### src/rtl/wdg_pkg.sv
package wdg_pkg;
  typedef enum logic {
    STG_ARMED = 1'b0,
    STG_GRACE = 1'b1
  } wdg_stage_e;
endpackage

### src/rtl/wdg_key_gate.sv
module wdg_key_gate #(
  parameter int CNT_W = 9,
  parameter int KEY_W = 7,
  localparam int CTRL_W = CNT_W + KEY_W
) (
  input  logic              clk_i,
  input  logic              rst_ni,
  input  logic              wr_i,
  input  logic [CTRL_W-1:0] wdata_i,
  output logic [CTRL_W-1:0] ctrl_o,
  output logic              accept_o
);
  localparam int EN_BIT = CNT_W - 1;

  logic [CTRL_W-1:0] ctrl_q;
  logic              locked;
  logic              key_match;

  assign locked    = ctrl_q[EN_BIT];
  assign key_match = (wdata_i[CTRL_W-1:CNT_W] == ~ctrl_q[CTRL_W-1:CNT_W]);
  assign accept_o  = wr_i && (!locked || key_match);
  assign ctrl_o    = ctrl_q;

  always_ff @(posedge clk_i or negedge rst_ni) begin
    if (!rst_ni)       ctrl_q <= '0;
    else if (accept_o) ctrl_q <= wdata_i;
  end

  p_locked_hold_r3: assert property (@(posedge clk_i) disable iff (!rst_ni)
    (wr_i && ctrl_q[EN_BIT] &&
     (wdata_i[CTRL_W-1:CNT_W] != ~ctrl_q[CTRL_W-1:CNT_W])) |=> $stable(ctrl_q));

  p_open_take_r2: assert property (@(posedge clk_i) disable iff (!rst_ni)
    (wr_i && !ctrl_q[EN_BIT]) |=> (ctrl_q == $past(wdata_i)));
endmodule

### src/rtl/wdg_tick_gen.sv
module wdg_tick_gen #(
  parameter int TICK_DIV = 263158
) (
  input  logic clk_i,
  input  logic rst_ni,
  input  logic run_i,
  input  logic restart_i,
  output logic tick_o
);
  generate
    if (TICK_DIV > 1) begin : g_div
      localparam int PRE_W = $clog2(TICK_DIV);
      logic [PRE_W-1:0] pre_q;
      logic             wrap;

      assign wrap   = (pre_q == PRE_W'(TICK_DIV - 1));
      assign tick_o = run_i && wrap;

      always_ff @(posedge clk_i or negedge rst_ni) begin
        if (!rst_ni)                       pre_q <= '0;
        else if (restart_i || !run_i || wrap) pre_q <= '0;
        else                               pre_q <= pre_q + 1'b1;
      end

      p_tick_spacing_r5: assert property (@(posedge clk_i) disable iff (!rst_ni)
        tick_o |=> !tick_o);
    end else begin : g_nodiv
      assign tick_o = run_i;
    end
  endgenerate
endmodule

### src/rtl/wdg_down_counter.sv
module wdg_down_counter
  import wdg_pkg::*;
#(
  parameter int CNT_W     = 9,
  parameter int GRACE_CNT = 10
) (
  input  logic             clk_i,
  input  logic             rst_ni,
  input  logic             load_i,
  input  logic             start_i,
  input  logic [CNT_W-1:0] load_val_i,
  input  logic             tick_i,
  output logic [CNT_W-1:0] cnt_o,
  output logic             run_o,
  output wdg_stage_e       stage_o,
  output logic             nmi_o,
  output logic             rst_req_o
);
  localparam logic [CNT_W-1:0] GRACE_V = CNT_W'(GRACE_CNT);

  logic [CNT_W-1:0] cnt_q;
  logic             run_q, nmi_q, rst_q;
  wdg_stage_e       stage_q;
  logic             expire;

  assign expire = run_q && tick_i && (cnt_q <= CNT_W'(1));

  always_ff @(posedge clk_i or negedge rst_ni) begin
    if (!rst_ni) begin
      cnt_q   <= '0;
      run_q   <= 1'b0;
      nmi_q   <= 1'b0;
      rst_q   <= 1'b0;
      stage_q <= STG_ARMED;
    end else if (load_i) begin
      nmi_q   <= 1'b0;
      stage_q <= STG_ARMED;
      run_q   <= start_i;
      if (start_i) cnt_q <= load_val_i;
    end else if (expire) begin
      if (stage_q == STG_ARMED) begin
        cnt_q   <= GRACE_V;
        nmi_q   <= 1'b1;
        stage_q <= STG_GRACE;
      end else begin
        cnt_q <= '0;
        run_q <= 1'b0;
        rst_q <= 1'b1;
      end
    end else if (run_q && tick_i) begin
      cnt_q <= cnt_q - 1'b1;
    end
  end

  assign cnt_o     = cnt_q;
  assign run_o     = run_q;
  assign stage_o   = stage_q;
  assign nmi_o     = nmi_q;
  assign rst_req_o = rst_q;

  p_start_load_r4: assert property (@(posedge clk_i) disable iff (!rst_ni)
    (load_i && start_i) |=> (run_o && cnt_o == $past(load_val_i)));
  p_stop_hold_r4: assert property (@(posedge clk_i) disable iff (!rst_ni)
    (load_i && !start_i) |=> (!run_o && $stable(cnt_o)));
  p_nmi_grace_r6: assert property (@(posedge clk_i) disable iff (!rst_ni)
    $rose(nmi_o) |-> (stage_o == STG_GRACE && cnt_o == GRACE_V));
  p_rst_sticky_r7: assert property (@(posedge clk_i) disable iff (!rst_ni)
    rst_req_o |=> rst_req_o);
  p_rst_after_grace_r7: assert property (@(posedge clk_i) disable iff (!rst_ni)
    $rose(rst_req_o) |-> ($past(stage_o) == STG_GRACE && !run_o));
  p_write_clears_r8: assert property (@(posedge clk_i) disable iff (!rst_ni)
    load_i |=> (!nmi_o && stage_o == STG_ARMED));
endmodule

### src/rtl/keyed_watchdog.sv
module keyed_watchdog
  import wdg_pkg::*;
#(
  parameter int          CNT_W     = 9,
  parameter int          KEY_W     = 7,
  parameter int          GRACE_CNT = 10,
  parameter int          TICK_DIV  = 263158,
  parameter int          ADDR_W    = 8,
  parameter int unsigned CTRL_OFFS = 32'h40,
  parameter int unsigned STAT_OFFS = 32'h44,
  localparam int         DATA_W    = CNT_W + KEY_W
) (
  input  logic              clk_i,
  input  logic              rst_ni,
  input  logic              wr_en_i,
  input  logic [ADDR_W-1:0] wr_addr_i,
  input  logic [DATA_W-1:0] wr_data_i,
  input  logic [ADDR_W-1:0] rd_addr_i,
  output logic [DATA_W-1:0] rd_data_o,
  output logic              nmi_o,
  output logic              rst_req_o
);
  localparam int EN_BIT = CNT_W - 1;
  localparam int STAT_W = CNT_W + 4;

  logic              wr_ctrl, accept, tick, run;
  logic [DATA_W-1:0] ctrl;
  logic [CNT_W-1:0]  cnt;
  wdg_stage_e        stage;
  logic [STAT_W-1:0] stat;

  assign wr_ctrl = wr_en_i && (wr_addr_i == ADDR_W'(CTRL_OFFS));

  wdg_key_gate #(.CNT_W(CNT_W), .KEY_W(KEY_W)) u_key (
    .clk_i   (clk_i),
    .rst_ni  (rst_ni),
    .wr_i    (wr_ctrl),
    .wdata_i (wr_data_i),
    .ctrl_o  (ctrl),
    .accept_o(accept)
  );

  wdg_tick_gen #(.TICK_DIV(TICK_DIV)) u_tick (
    .clk_i    (clk_i),
    .rst_ni   (rst_ni),
    .run_i    (run),
    .restart_i(accept),
    .tick_o   (tick)
  );

  wdg_down_counter #(.CNT_W(CNT_W), .GRACE_CNT(GRACE_CNT)) u_cnt (
    .clk_i     (clk_i),
    .rst_ni    (rst_ni),
    .load_i    (accept),
    .start_i   (wr_data_i[EN_BIT]),
    .load_val_i(wr_data_i[CNT_W-1:0]),
    .tick_i    (tick),
    .cnt_o     (cnt),
    .run_o     (run),
    .stage_o   (stage),
    .nmi_o     (nmi_o),
    .rst_req_o (rst_req_o)
  );

  assign stat = {rst_req_o, nmi_o, (stage == STG_GRACE), run, cnt};

  always_comb begin
    if (rd_addr_i == ADDR_W'(CTRL_OFFS))      rd_data_o = ctrl;
    else if (rd_addr_i == ADDR_W'(STAT_OFFS)) rd_data_o = DATA_W'(stat);
    else                                      rd_data_o = '0;
  end

  p_other_addr_r10: assert property (@(posedge clk_i) disable iff (!rst_ni)
    (wr_en_i && !wr_ctrl) |=> $stable(ctrl));
  p_nmi_not_idle_r9: assert property (@(posedge clk_i) disable iff (!rst_ni)
    nmi_o |-> (stage == STG_GRACE || rst_req_o));
endmodule

### config.mk
export PLATFORM = sky130hd
export DESIGN_NAME = keyed_watchdog
export DESIGN_NICKNAME = d
export VERILOG_FILES = /design/src/rtl/wdg_pkg.sv /design/src/rtl/wdg_key_gate.sv /design/src/rtl/wdg_tick_gen.sv /design/src/rtl/wdg_down_counter.sv /design/src/rtl/keyed_watchdog.sv
export SDC_FILE = /design/constraint.sdc
export NUM_CORES = 1
export LEC_CHECK = 0
export ABC_AREA = 1
export BUFFER_PORTS_ARGS = -buffer_cell sky130_fd_sc_hd__buf_4
export CAP_MARGIN = 20
export CORE_AREA = 4 4 85 87
export DETAILED_ROUTE_END_ITERATION = 10
export DIE_AREA = 0 0 89 91
export PLACE_DENSITY = 0.75
export SLEW_MARGIN = 20
export SYNTH_ARGS = -nofsm -noshare
export SYNTH_HDL_FRONTEND = slang
export SYNTH_SLANG_ARGS = --single-unit
### constraint.sdc
create_clock -name clk_i -period 2.3 [get_ports clk_i]
set_clock_uncertainty 0.1 [all_clocks]
set_input_delay 0.23 -clock clk_i [delete_from_list [all_inputs] [get_ports clk_i]]
set_output_delay 0.23 -clock clk_i [all_outputs]
set_load 0.02 [all_outputs]
# Word level (Yosys, flattened, before mapping)
# Index checks and enable logic that the tools add are counted.
dict set report word_totals {
  reg_bits 48
  latchBits 0
  mem_bits_rw 0
  romBits 0
  in_bits 35
  out_inout_bits 18
  elab_cells 52
  n_memories 0
}
dict set report classes {
  n_addsub 2
  multipliers 0
  div 0
  order_cmp 1
  eq_ne 7
  shifts 0
  n_mux 16
  bitwise_logic 2
  reduce_logical 17
}
# op n
set op_table {}
lappend op_table {{two-way mux 9 bit} 4}
lappend op_table {{equality test 8 x 7 -> 1 bit, second input constant} 3}
lappend op_table {{adder 19 x 1 -> 19 bit, second input constant} 1}
lappend op_table {{equality test 19 bit, second input constant} 1}
lappend op_table {{two-way mux 19 bit} 1}
lappend op_table {{two-way mux 16 bit} 1}
lappend op_table {{two-way mux 13 bit} 1}
lappend op_table {{<= comparator 9 x 1 -> 1 bit, second input constant} 1}
lappend op_table {{subtractor 9 x 1 -> 9 bit, second input constant} 1}
lappend op_table {{two-way mux 1 bit} 8}
lappend op_table {{equality test 7 bit} 1}
lappend op_table {{inverter 7 bit} 1}
lappend op_table {{AND reduction 2 bit} 3}
lappend op_table {{logical AND 1 bit} 5}
lappend op_table {{two-way mux 4 bit} 1}
lappend op_table {{!= test 2 bit, second input constant} 2}
lappend op_table {{nonzero test 2 bit} 2}
lappend op_table {{logical OR 1 bit} 3}
lappend op_table {{AND reduction 3 bit} 1}
lappend op_table {{nonzero test 3 bit} 1}
lappend op_table {{zero test 1 bit} 2}
lappend op_table {{inverter 1 bit} 1}

# Longest topological paths before layout
# Gate-level depths: netlist of run 1.
dict set report logic_depth {
  ltp_word 7
  ltp_mapped 14
  ltp_nobuf 13
}

# Cells and area by module
# A second synthesis of run 1 with hierarchy kept.
dict set report hier_totals {
  cells_unflattened 464
  area_unflattened_um2 3231.8
}
# mod instances cells_per_inst area_per_inst_um2 seq_area_each_um2
set modules_own_cells {}
lappend modules_own_cells {wdg_tick_gen 1 142 1098.6 475.5}
lappend modules_own_cells {wdg_down_counter 1 128 905.9 325.3}
lappend modules_own_cells {wdg_key_gate 1 108 805.8 400.4}
lappend modules_own_cells {keyed_watchdog 1 86 421.7 0.0}

# Least setup slack after synthesis of run 1
# OpenSTA, ideal clock, no wires.
dict set report synth_timing {
  path_kind {input -> output}
  startpoint {input port rd_addr_i[5]}
  endpoint {output port rd_data_o[10]}
  t_arrival_ns 1.364
  t_required_ns 1.970
  slack_ns 0.606
  cell_stages 4
  path_buffers 1
  path_cell_list {nor4_1 -> nand3b_1 -> clkbuf_1 -> o22ai_1}
}
dict set report synth_via {
  elab_chain_cells 3
  elab_cells_between_ends 4
  classes_between {eq/ne: 2; mux: 2}
}
# element line
set synth_lines {}
lappend synth_lines {{start: declaration} keyed_watchdog.sv:18} ;# input logic [ADDR_W-1:0] rd_addr_i,
lappend synth_lines {{equality test 8 x 7 -> 1 bit} keyed_watchdog.sv:69} ;# else if (rd_addr_i == ADDR_W'(STAT_OFFS)) rd_data_o = DATA_W'(stat);
lappend synth_lines {{two-way mux 13 bit} keyed_watchdog.sv:69}
lappend synth_lines {{two-way mux 16 bit *} keyed_watchdog.sv:68} ;# if (rd_addr_i == ADDR_W'(CTRL_OFFS)) rd_data_o = ctrl;
lappend synth_lines {{end: declaration} keyed_watchdog.sv:19} ;# output logic [DATA_W-1:0] rd_data_o,
# Every way passes the cells marked *; elsewhere a longest branch is shown, timed or not.

# Worst setup path in the final report of run 1
dict set report layout_timing {
  startpoint {register u_key.ctrl_q[9] (netlist: u_key.ctrl_o[9])}
  endpoint {register u_cnt.cnt_q[4] (netlist: u_cnt.cnt_o[4])}
}
dict set report layout_via {
  elab_chain_cells 6
  elab_cells_between_ends 8
  classes_between {eq/ne: 2; mux: 1; bitwise: 1; reduce/logical: 4}
}
# element line
set layout_lines {}
lappend layout_lines {{start: declaration} wdg_key_gate.sv:15} ;# logic [CTRL_W-1:0] ctrl_q;
lappend layout_lines {{start signal: assignment} wdg_key_gate.sv:26} ;# else if (accept_o) ctrl_q <= wdata_i;
lappend layout_lines {{inverter 7 bit *} wdg_key_gate.sv:20} ;# assign key_match = (wdata_i[CTRL_W-1:CNT_W] == ~ctrl_q[CTRL_W-1:CNT_W]);
lappend layout_lines {{equality test 7 bit *} wdg_key_gate.sv:20}
lappend layout_lines {{logical OR 1 bit *} wdg_key_gate.sv:21} ;# assign accept_o = wr_i && (!locked || key_match);
lappend layout_lines {{logical AND 1 bit *} wdg_key_gate.sv:21}
lappend layout_lines {{!= test 2 bit (no line) / nonzero test 3 bit (equally long branches)} n/a}
lappend layout_lines {{AND reduction 2 bit (no line)} n/a}
lappend layout_lines {{end signal: assignment} wdg_down_counter.sv:39} ;# if (start_i) cnt_q <= load_val_i;
lappend layout_lines {{end signal: assignment} wdg_down_counter.sv:51} ;# cnt_q <= cnt_q - 1'b1;
lappend layout_lines {{end: declaration} wdg_down_counter.sv:21} ;# logic [CNT_W-1:0] cnt_q;
# Marks and branches as above.
# A chain may end at the register's enable or synchronous reset.

==> impl_metrics.env, run 1 <==
export IMPL_status="completed"
export IMPL_setup_worst_path_start_class="register"
export IMPL_rsz0062_at_grt="no"
export IMPL_synth_top_area_share_pct=41.78
export IMPL_grt_first_pass_wirelength_um=11250
export IMPL_hold_violations=0
export IMPL_cp_required_ps=2440
export IMPL_cp_arrival_ps=2090
export IMPL_wl_um=6296
export IMPL_cts_htree_levels=2
export IMPL_dp_final_hpwl_um=4656
export IMPL_track_usage_pct=17.17
export IMPL_syn_area_sq_um=2875
export IMPL_path_max_fanout=25
export IMPL_grt_ovfl_total=0
export IMPL_wl_per_cell_um=12.44
export IMPL_final_setup_viol_count=0
export IMPL_io_pins=53
export IMPL_drive_gt1_share_pct=21.21
export IMPL_crit_top_cell="nand2_1"
export IMPL_cpMaxStageDelayCell="dfrtp_1"
export IMPL_grt_pass1_vias=2587
export IMPL_die_y_um=91
export IMPL_yosys_register_bits=48
export IMPL_final_cell_mix="nand2_1 (95), buf_4 (54), inv_1 (48), dfrtp_1 (48), nor2_1 (37)"
export IMPL_fin_area_sq_um=3443
export IMPL_finalWorstSetupSlack_ps=352.6
export IMPL_fin_util_pct=54.23
export IMPL_hold_slack_ps=60.78
export IMPL_n_antenna_cell=0
export IMPL_power_density_nw_per_um2=445.6
export IMPL_vias=2510
export IMPL_end_kind="register"
export IMPL_cts_tree="built"
export IMPL_path_cells="inv_1 -> nand2_1 -> nand2_1 -> nand2_1 -> nor2_1 -> nand2_1 -> nand2_1 -> nand2_4 -> inv_4 -> nand2_4 -> nand2_8 -> nand2_1 -> nand2_1"
export IMPL_layout_commonest_cell="nand2_1"
export IMPL_die_area_sq_um=8099
export IMPL_place_ws_ps=329.7
export IMPL_clkTransAtPathRegs_ps=90
export IMPL_p_leak_nw=1.701
export IMPL_drt_iter0_drc=129
export IMPL_placedCellCount=497
export IMPL_fin_setup_tns_ps=0
export IMPL_rows=29
export IMPL_min_delay_path_class="in2reg"
export IMPL_fmax_mhz=513.5
export IMPL_synth_distinct_cells=38
export IMPL_slew_viol_final=0
export IMPL_dieWidth_um=89
export IMPL_grt_antenna_before_repair=0
export IMPL_netlist_instances=374
export IMPL_fillers=594
export IMPL_maxCapViolations=0
export IMPL_clock_root_buffer="clkbuf_8"
export IMPL_area_growth_pct=19.76
export IMPL_relSlewSlack_pct=59.08
export IMPL_tightest_slew_ps=613.9
export IMPL_synth_nets=413
export IMPL_clock_latency_ps=300
export IMPL_globalplace_congestion=0.8484
export IMPL_portBuffers=52
export IMPL_synth_area_leaders="dfrtp_1 (42%), nand2_1 (12%), inv_1 (6.3%)"
export IMPL_critical_path_class="reg2reg"
export IMPL_syn_avg_cell_area_sq_um=7.688
export IMPL_cts_sink_count=48
export IMPL_yosys_warnings=0
export IMPL_layout_cells_non_filler=506
export IMPL_core_region_area_sq_um=6350
export IMPL_clk_path_buf_depth=2
export IMPL_viasPerCell=4.960
export IMPL_ant_nets=0
export IMPL_fin_crit_ps=1947
export IMPL_cts_resized=0
export IMPL_drcViolationCount=0
export IMPL_total_power_mw=1.534
export IMPL_synth_area_leader_cell="dfrtp_1"
export IMPL_fin_crit_sh_pct=84.67
export IMPL_max_vdd_ir_drop_mv=0.2972
export IMPL_initial_core_util_pct=45.28
export IMPL_postPlaceCellArea_sq_um=3326
export IMPL_grt_max_degree=49
export IMPL_ys_seq_area_share_pct=41.78
export IMPL_nets=467
export IMPL_first_pass_iters=4
export IMPL_worst_path_largest_cell_delay_ps=410
export IMPL_cts_made_buffers=5
==> worst max-delay path, delay by kind of cell (launching register included) <==
kind / cells / cell delay, ps
buffers and inverters: 2 / 350
DFF: 1 / 410
and+or+nand+nor: 11 / 1010
==> power by group <==
group	total [mW]	leakage, nW	internal [mW]	switching (mW)
Combinational	0.0857	1.05	0.0465	0.0392
Clock	0.604	0.0552	0.323	0.281
Sequential	0.845	0.598	0.844	0.000694
Total	1.53	1.70	1.21	0.321
==> layer usage <==
metal / global-route usage [%] / vias up / part of all wire, % / wire length (um)
li1: - / 1293 / - / -
met1: 21.71 / 1154 / 44 / 2790
met2: 29.15 / 58 / 50 / 3129
met3: 3.439 / 5 / 5.2 / 325
met4: 5.459 / 0 / 0.81 / 51
met5: 0 / - / 0 / 0
==> synth_stat cells (all sizes together) <==
| library cell | count |
|---|---|
| nand2 | 101 |
| inv | 55 |
| dfrtp | 48 |
| nor2 | 45 |
| nand3 | 30 |
| o21ai | 19 |
| o22ai | 14 |
| nor3 | 13 |
| xor2 | 12 |
| buf | 5 |
| nand4 | 5 |
| a21oi | 4 |
| ha | 4 |
| xnor2 | 4 |
| clkbuf | 3 |
| nand3b | 3 |
| a31oi | 2 |
| nor3b | 2 |
| nor4 | 2 |
| or2 | 2 |
| and3 | 1 |
==> path summary, 6_finish.rpt <==
check	slack (ps)	depth (start not counted)	end	start
max in group asynchronous	1300	2	u_tick.g_div.pre_q[6]	rst_ni
max reg2reg	350	13	u_cnt.cnt_o[4]	u_key.ctrl_o[9]
min	60	3	u_key.ctrl_o[0]	wr_data_i[0]
min reg2reg	430	2	u_key.ctrl_o[10]	u_key.ctrl_o[10]
max	350	13	u_cnt.cnt_o[4]	u_key.ctrl_o[9]
min in group asynchronous	390	2	u_tick.g_div.pre_q[11]	rst_ni
==> timing repair <==
| item | in CTS | in global routing |
|---|---|---|
| hold buffers | 1 | 0 |
| endpoints found under the hold margin | 48 | 0 |
| setup buffers | 0 | 0 |
==> layout make-up <==
cell class	instances	area, sq um	area share, %
flip-flops and latches	48	1201	34.88
inverters	55	209.0	6.068
repair buffers	55	415.4	12.06
clock buffers	6	72.57	2.108
multi-input cells	263	1414	41.06
clock inverters	2	35.03	1.017
well taps	77	96.34	2.798
==> logic make-up after synthesis <==
| logic type | count (synthesis) | share of synthesized area (%) |
|---|---|---|
| AO/OA/AOI/OAI | 39 | 7.485 |
| buffers and inverters | 63 | 9.051 |
| adder cells (fa/ha/maj) | 4 | 1.741 |
| flip-flops | 48 | 41.78 |
| AND/OR/NAND/NOR | 204 | 35.07 |
| XOR/XNOR | 16 | 4.874 |
==> flip-flops by register name, indices dropped and copies added (netlist names) <==
name,cells
u_cnt.stage_o,1
u_cnt.rst_req_o,1
u_cnt.cnt_o,9
u_cnt.nmi_o,1
u_cnt.run_o,1
u_key.ctrl_o,16
u_tick.g_div.pre_q,19
Note: power is estimated with default switching activity, not from simulation.
==> run 2: changes to the inputs <==
==> constraint.sdc (replaced) <==
create_clock -name clk_i -period 1.89 [get_ports clk_i]
set_clock_uncertainty 0.1 [all_clocks]
set_input_delay 0.189 -clock clk_i [delete_from_list [all_inputs] [get_ports clk_i]]
set_output_delay 0.189 -clock clk_i [all_outputs]
set_load 0.02 [all_outputs]
==> impl_metrics.env, run 2 (same netlist as run 1, synthesis figures left out) <==
export IMPL_status="completed"
export IMPL_cts_tree="built"
export IMPL_cts_sink_count=48
export IMPL_cp_required_ps=1990
export IMPL_rows=29
export IMPL_slew_viol_final=0
export IMPL_clock_latency_ps=300
export IMPL_die_y_um=91
export IMPL_core_region_area_sq_um=6350
export IMPL_fmax_mhz=539.0
export IMPL_fin_setup_tns_ps=0
export IMPL_io_pins=53
export IMPL_nets=487
export IMPL_grt_antenna_before_repair=0
export IMPL_grt_ovfl_total=0
export IMPL_largest_register_ffs=19
export IMPL_fin_crit_sh_pct=98.17
export IMPL_track_usage_pct=18.29
export IMPL_dp_final_hpwl_um=5052
export IMPL_first_pass_iters=4
export IMPL_p_leak_nw=1.805
export IMPL_final_cell_mix="nand2_1 (93), buf_4 (69), inv_1 (47), dfrtp_1 (47), nor2_1 (35)"
export IMPL_hold_violations=0
export IMPL_initial_core_util_pct=45.28
export IMPL_clk_path_buf_depth=2
export IMPL_clkTransAtPathRegs_ps=100
export IMPL_portBuffers=52
export IMPL_n_antenna_cell=0
export IMPL_power_density_nw_per_um2=511.6
export IMPL_total_power_mw=1.886
export IMPL_min_delay_path_class="in2reg"
export IMPL_path_cells="dlygate4sd3_1 -> buf_4 -> xnor2_1 -> nor2_1 -> nand2_1 -> nand2_2 -> nand2_4 -> buf_4 -> nand3_4 -> nor3_1"
export IMPL_crit_top_cell="buf_4"
export IMPL_grt_max_degree=49
export IMPL_path_max_fanout=10
export IMPL_max_vdd_ir_drop_mv=0.3866
export IMPL_fin_crit_ps=1855
export IMPL_end_kind="register"
export IMPL_wl_per_cell_um=13.63
export IMPL_ant_nets=0
export IMPL_cpMaxStageDelayCell="dlygate4sd3_1"
export IMPL_drive_gt1_share_pct=26.95
export IMPL_globalplace_congestion=0.8375
export IMPL_vias=2710
export IMPL_final_setup_viol_count=0
export IMPL_critical_path_class="in2reg"
export IMPL_wl_um=7172
export IMPL_cts_htree_levels=2
export IMPL_worst_path_largest_cell_delay_ps=540
export IMPL_cts_made_buffers=5
export IMPL_die_area_sq_um=8099
export IMPL_grt_pass1_vias=2747
export IMPL_grt_first_pass_wirelength_um=12080
export IMPL_area_growth_pct=28.20
export IMPL_viasPerCell=5.152
export IMPL_dieWidth_um=89
export IMPL_maxCapViolations=0
export IMPL_clock_root_buffer="clkbuf_8"
export IMPL_rsz0062_at_grt="yes"
export IMPL_largest_register="u_tick.g_div.pre_q"
export IMPL_tightest_slew_ps=624.6
export IMPL_worst_path_dominant_cell_family="buffers and inverters"
export IMPL_relSlewSlack_pct=58.36
export IMPL_drcViolationCount=0
export IMPL_hold_slack_ps=20.80
export IMPL_layout_commonest_cell="nand2_1"
export IMPL_path_buf_inv=3
export IMPL_drt_iter0_drc=137
export IMPL_cp_arrival_ps=1950
export IMPL_setup_worst_path_start_class="primary input"
==> run 2: layout make-up <==
cell class / count / area (sq um)
fill: 569 / 2664
multi-input combinational: 265 / 1498
sequential: 48 / 1202
timing repair buffer: 73 / 559.3
inverter: 55 / 219.0
tap: 77 / 96.34
clock buffer: 5 / 68.82
clock inverter: 3 / 42.54
==> run 2: worst register-to-register path: cells and delay by family (launching register included) <==
kind,cells,cell delay [ps]
AND/OR/NAND/NOR,8,970
adder cells (fa/ha/maj),1,140
flip-flops,1,440
buffers and inverters,1,110
==> run 2: metrics by stage <==
stage                     worst slack [ps]  utilization (%)  instance area (sq um)  instances
after global placement               85.72            53.32                   3386        505
after CTS                            20.10            55.55                   3527        516
after global routing                -73.49            58.05                   3686        526
final                                34.59            58.05                   3686        526
after detailed placement             85.83            53.32                   3386        505
after floorplan                      278.3                -                   2875        374
==> run 2: layer usage <==
| metal | vias to the layer above | part of all wire, % | wire length, um | global-route usage [%] |
|---|---|---|---|---|
| met2 | 58 | 53 | 3774 | 31.87 |
| met5 | - | 0 | 0 | 0 |
| met4 | 0 | 1.3 | 95 | 4.963 |
| li1 | 1342 | - | - | - |
| met1 | 1301 | 43 | 3053 | 23.03 |
| met3 | 9 | 3.5 | 248 | 3.258 |
==> run 2: path summary, 6_finish.rpt <==
| kind | from | to | slack [ps] | cells past startpoint |
|---|---|---|---|---|
| max | wr_data_i[15] | u_tick.g_div.pre_q[7] | 30 | 10 |
| max reg2reg | u_tick.g_div.pre_q[1] | u_cnt.cnt_o[7] | 60 | 10 |
| max in group asynchronous | rst_ni | u_tick.g_div.pre_q[0] | 900 | 2 |
| min reg2reg | u_cnt.rst_req_o | u_cnt.rst_req_o | 420 | 2 |
| min in group asynchronous | rst_ni | u_tick.g_div.pre_q[9] | 340 | 2 |
| min | wr_data_i[1] | u_key.ctrl_o[1] | 20 | 3 |
==> run 2: where the power goes <==
| group | leakage [nW] | total, mW | internal (mW) | switching (mW) |
|---|---|---|---|---|
| Combinational | 1.15 | 0.109 | 0.0597 | 0.0498 |
| Clock | 0.0541 | 0.748 | 0.392 | 0.356 |
| Sequential | 0.596 | 1.03 | 1.03 | 0.000863 |
| Total | 1.81 | 1.89 | 1.48 | 0.407 |
==> run 2: what timing repair did <==
item / 4_1_cts / 5_1_grt
gates resized for setup: 0 / 20
setup buffers: 0 / 8
hold buffers: 3 / 0
hold endpoints to repair: 50 / 0
endpoints found under the setup margin: 0 / 22
==> run 3: changes to the inputs <==
--- a/config.mk
+++ b/config.mk
@@ -5,13 +5,12 @@
 export SDC_FILE = /design/constraint.sdc
 export NUM_CORES = 1
 export LEC_CHECK = 0
-export ABC_AREA = 1
 export BUFFER_PORTS_ARGS = -buffer_cell sky130_fd_sc_hd__buf_4
 export CAP_MARGIN = 20
-export CORE_AREA = 4 4 85 87
+export CORE_AREA = 4 4 83 85
 export DETAILED_ROUTE_END_ITERATION = 10
-export DIE_AREA = 0 0 89 91
-export PLACE_DENSITY = 0.75
+export DIE_AREA = 0 0 87 89
+export PLACE_DENSITY = 0.74
 export SLEW_MARGIN = 20
 export SYNTH_ARGS = -nofsm -noshare
 export SYNTH_HDL_FRONTEND = slang
==> impl_metrics.env, run 3 <==
export IMPL_switching_power_uw=413.9
export IMPL_area_growth_pct=51.36
export IMPL_wl_per_cell_um=15.54
export IMPL_synth_nets=331
export IMPL_drive_gt1_share_pct=37.76
export IMPL_status="finished with violations"
export IMPL_yosys_area_share_simple_pct=27.92
export IMPL_slew_viol_final=0
export IMPL_swShare_pct=21.68
export IMPL_reg2reg_slack_ps=-250
export IMPL_ys_seq_area_share_pct=44.90
export IMPL_pwr_share_comb_pct=7.3
export IMPL_reg2reg_depth=8
export IMPL_n_antenna_cell=0
export IMPL_nets=467
export IMPL_cp_required_ps=1980
export IMPL_portBuffers=52
export IMPL_clock_root_buffer="clkbuf_8"
export IMPL_initial_core_util_pct=43.11
export IMPL_place_ws_ps=-290.4
export IMPL_critPathLaunch="u_tick.g_div.pre_q[1]"
export IMPL_synthMuxAreaShare_pct=5.613
export IMPL_netlist_instances=292
export IMPL_cp_arrival_ps=2230
export IMPL_core_region_area_sq_um=6205
export IMPL_synth_area_leader_cell="dfrtp_1"
export IMPL_syn_area_sq_um=2675
export IMPL_cts_htree_levels=2
export IMPL_drt_iter0_drc=171
export IMPL_track_usage_pct=20.65
export IMPL_synth_area_leaders="dfrtp_1 (45%), nand2_1 (8.0%), nor2_1 (5.8%)"
export IMPL_whs_path_depth=3
export IMPL_hold_slack_ps=-0.9779
export IMPL_cpMaxStageDelayCell="dfrtp_1"
export IMPL_fin_crit_sh_pct=113.4
export IMPL_vias=2669
export IMPL_violations="hold timing, setup timing"
export IMPL_async_flop_share_pct=100.0
export IMPL_cts_sink_count=48
export IMPL_largest_register_ffs=19
export IMPL_fin_setup_tns_ps=-6630
export IMPL_final_setup_viol_count=48
export IMPL_rsz0062_at_grt="yes"
export IMPL_max_vdd_ir_drop_mv=0.3380
export IMPL_fmax_mhz=466.5
export IMPL_synth_compound_area_share_pct=8.980
export IMPL_io_pins=53
export IMPL_tightest_slew_ps=632.9
export IMPL_die_y_um=89
export IMPL_synth_distinct_cells=51
export IMPL_dp_final_hpwl_um=5604
export IMPL_maxCapViolations=0
export IMPL_fin_crit_ps=2144
export IMPL_synth_fa_ha_area_share_pct=1.871
export IMPL_path_max_fanout=3
export IMPL_hp_start="wr_data_i[13]"
export IMPL_hold_end="u_key.ctrl_o[13]"
export IMPL_grt_antenna_before_repair=0
export IMPL_p_clk_share_pct=38.8
export IMPL_clock_latency_ps=300
export IMPL_grt_ovfl_total=0
export IMPL_setup_worst_path_start_class="register"
export IMPL_yosysMostFrequentCell="nand2_1"
export IMPL_min_delay_path_class="in2reg"
export IMPL_ant_nets=0
export IMPL_layout_commonest_cell="buf_4"
export IMPL_largest_register="u_tick.g_div.pre_q"
export IMPL_power_density_nw_per_um2=471.6
export IMPL_finalWorstSetupSlack_ps=-253.8
export IMPL_cts_made_buffers=5
export IMPL_die_area_sq_um=7743
export IMPL_synthXorXnorAreaFrac_pct=7.858
export IMPL_relSlewSlack_pct=57.81
export IMPL_viasPerCell=5.275
export IMPL_r2r_end="u_cnt.cnt_o[4]"
export IMPL_p_int_mw=1.496
export IMPL_synth_top_area_share_pct=44.90
export IMPL_p_leak_nw=1.968
export IMPL_path_cells="inv_1 -> ha_1 -> and4b_1 -> nand4_2 -> or2_4 -> or3_4 -> o211a_1 -> a311o_1"
export IMPL_critical_path_class="reg2reg"
export IMPL_timing_rr_start="u_tick.g_div.pre_q[1]"
export IMPL_synth_flop_cell="dfrtp_1"
export IMPL_first_pass_iters=4
export IMPL_wl_um=7863
export IMPL_postPlaceCellArea_sq_um=3642
export IMPL_syn_avg_cell_area_sq_um=9.161
export IMPL_hold_violations=1
export IMPL_globalplace_congestion=0.8583
export IMPL_yosys_warnings=0
export IMPL_clkTransAtPathRegs_ps=90
export IMPL_worst_path_largest_cell_delay_ps=380
export IMPL_synth_edff_count=0
export IMPL_total_power_mw=1.909
export IMPL_dieWidth_um=87
export IMPL_path_buf_inv=1
export IMPL_grt_max_degree=49
export IMPL_yosys_register_bits=48
export IMPL_fin_area_sq_um=4049
export IMPL_end_kind="register"
export IMPL_cts_tree="built"
export IMPL_netlist_top_cells_count="nand2_1 (57), dfrtp_1 (48), nor2_1 (41), xor2_1 (17), nand3_1 (16)"
export IMPL_worst_path_dominant_cell_family="simple AND/OR/NAND/NOR gates"
export IMPL_final_cell_mix="buf_4 (119), nand2_1 (55), dfrtp_1 (48), nor2_1 (41), xor2_1 (17)"
export IMPL_grt_first_pass_wirelength_um=12670
export IMPL_synth_top_family_by_area="simple AND/OR/NAND/NOR gates"
export IMPL_drcViolationCount=0
export IMPL_grt_pass1_vias=2753
export IMPL_seqPwrFrac_pct=53.8
export IMPL_clk_path_buf_depth=2
export IMPL_rows=29
## run 3: kinds of logic after synthesis
group           after synthesis
flops                        48
mux                          15
compound gates               30
xor+xnor                     24
buf+inv                      18
simple gates                153
fa+ha+maj                     4
## run 3: power groups by stage
| stage | sequential, mW | clock [mW] | combinational [mW] |
|---|---|---|---|
| after global placement | 1.05 | 0 | 0.123 |
| after global routing | 1.03 | 0.800 | 0.152 |
| after floorplan | 1.05 | 0 | 0.0331 |
| final | 1.03 | 0.742 | 0.140 |
| after CTS | 1.03 | 0.754 | 0.139 |
| after detailed placement | 1.05 | 0 | 0.125 |
## run 3: final cells by class
| type | instances | area (sq um) |
|---|---|---|
| fill | 492 | 2156 |
| multi-input combinational | 226 | 1494 |
| sequential | 48 | 1201 |
| timing repair buffer | 141 | 1127 |
| tap | 77 | 96.34 |
| clock buffer | 6 | 72.57 |
| clock inverter | 2 | 35.03 |
| inverter | 6 | 22.52 |
## run 3: stage by stage
step                      instances  utilization [%]
final                           506            65.26
after global routing            506            65.26
after CTS                       500            63.52
after detailed placement        477            58.70
after global placement          477            58.70
after floorplan                 292                -
## run 3: per-layer routing
| metal | share of wire (%) | wire length [um] | GRT usage (%) |
|---|---|---|---|
| met5 | 0 | 0 | 0 |
| met4 | 2.1 | 168 | 6.374 |
| met1 | 40 | 3150 | 24.64 |
| met3 | 5.4 | 423 | 3.041 |
| met2 | 52 | 4120 | 38.23 |
## run 3: what timing repair did
| action | CTS | global route |
|---|---|---|
| gates resized for setup | 17 | 18 |
| setup endpoints to repair | 46 | 48 |
| hold buffers | 8 | 0 |
| cloned | 1 | 2 |
| pin swaps | 12 | 4 |
| setup buffers | 6 | 4 |
| endpoints found under the hold margin | 55 | 0 |
## run 3: worst register-to-register path: cells and delay by family, from the launching register on
kind            cells  cell delay [ps]
compound gates      2              480
fa+ha+maj           1              120
flops               1              380
simple gates        4              890
buf+inv             1               60
## run 3: worst max-delay path by stage
stage                                end  cells after the start
after CTS                 u_cnt.cnt_o[4]                      8
after global routing      u_cnt.cnt_o[0]                      8
after floorplan           u_cnt.cnt_o[4]                      8
after detailed placement  u_cnt.cnt_o[4]                      8
after global placement    u_cnt.cnt_o[4]                      8
final                     u_cnt.cnt_o[4]                      8
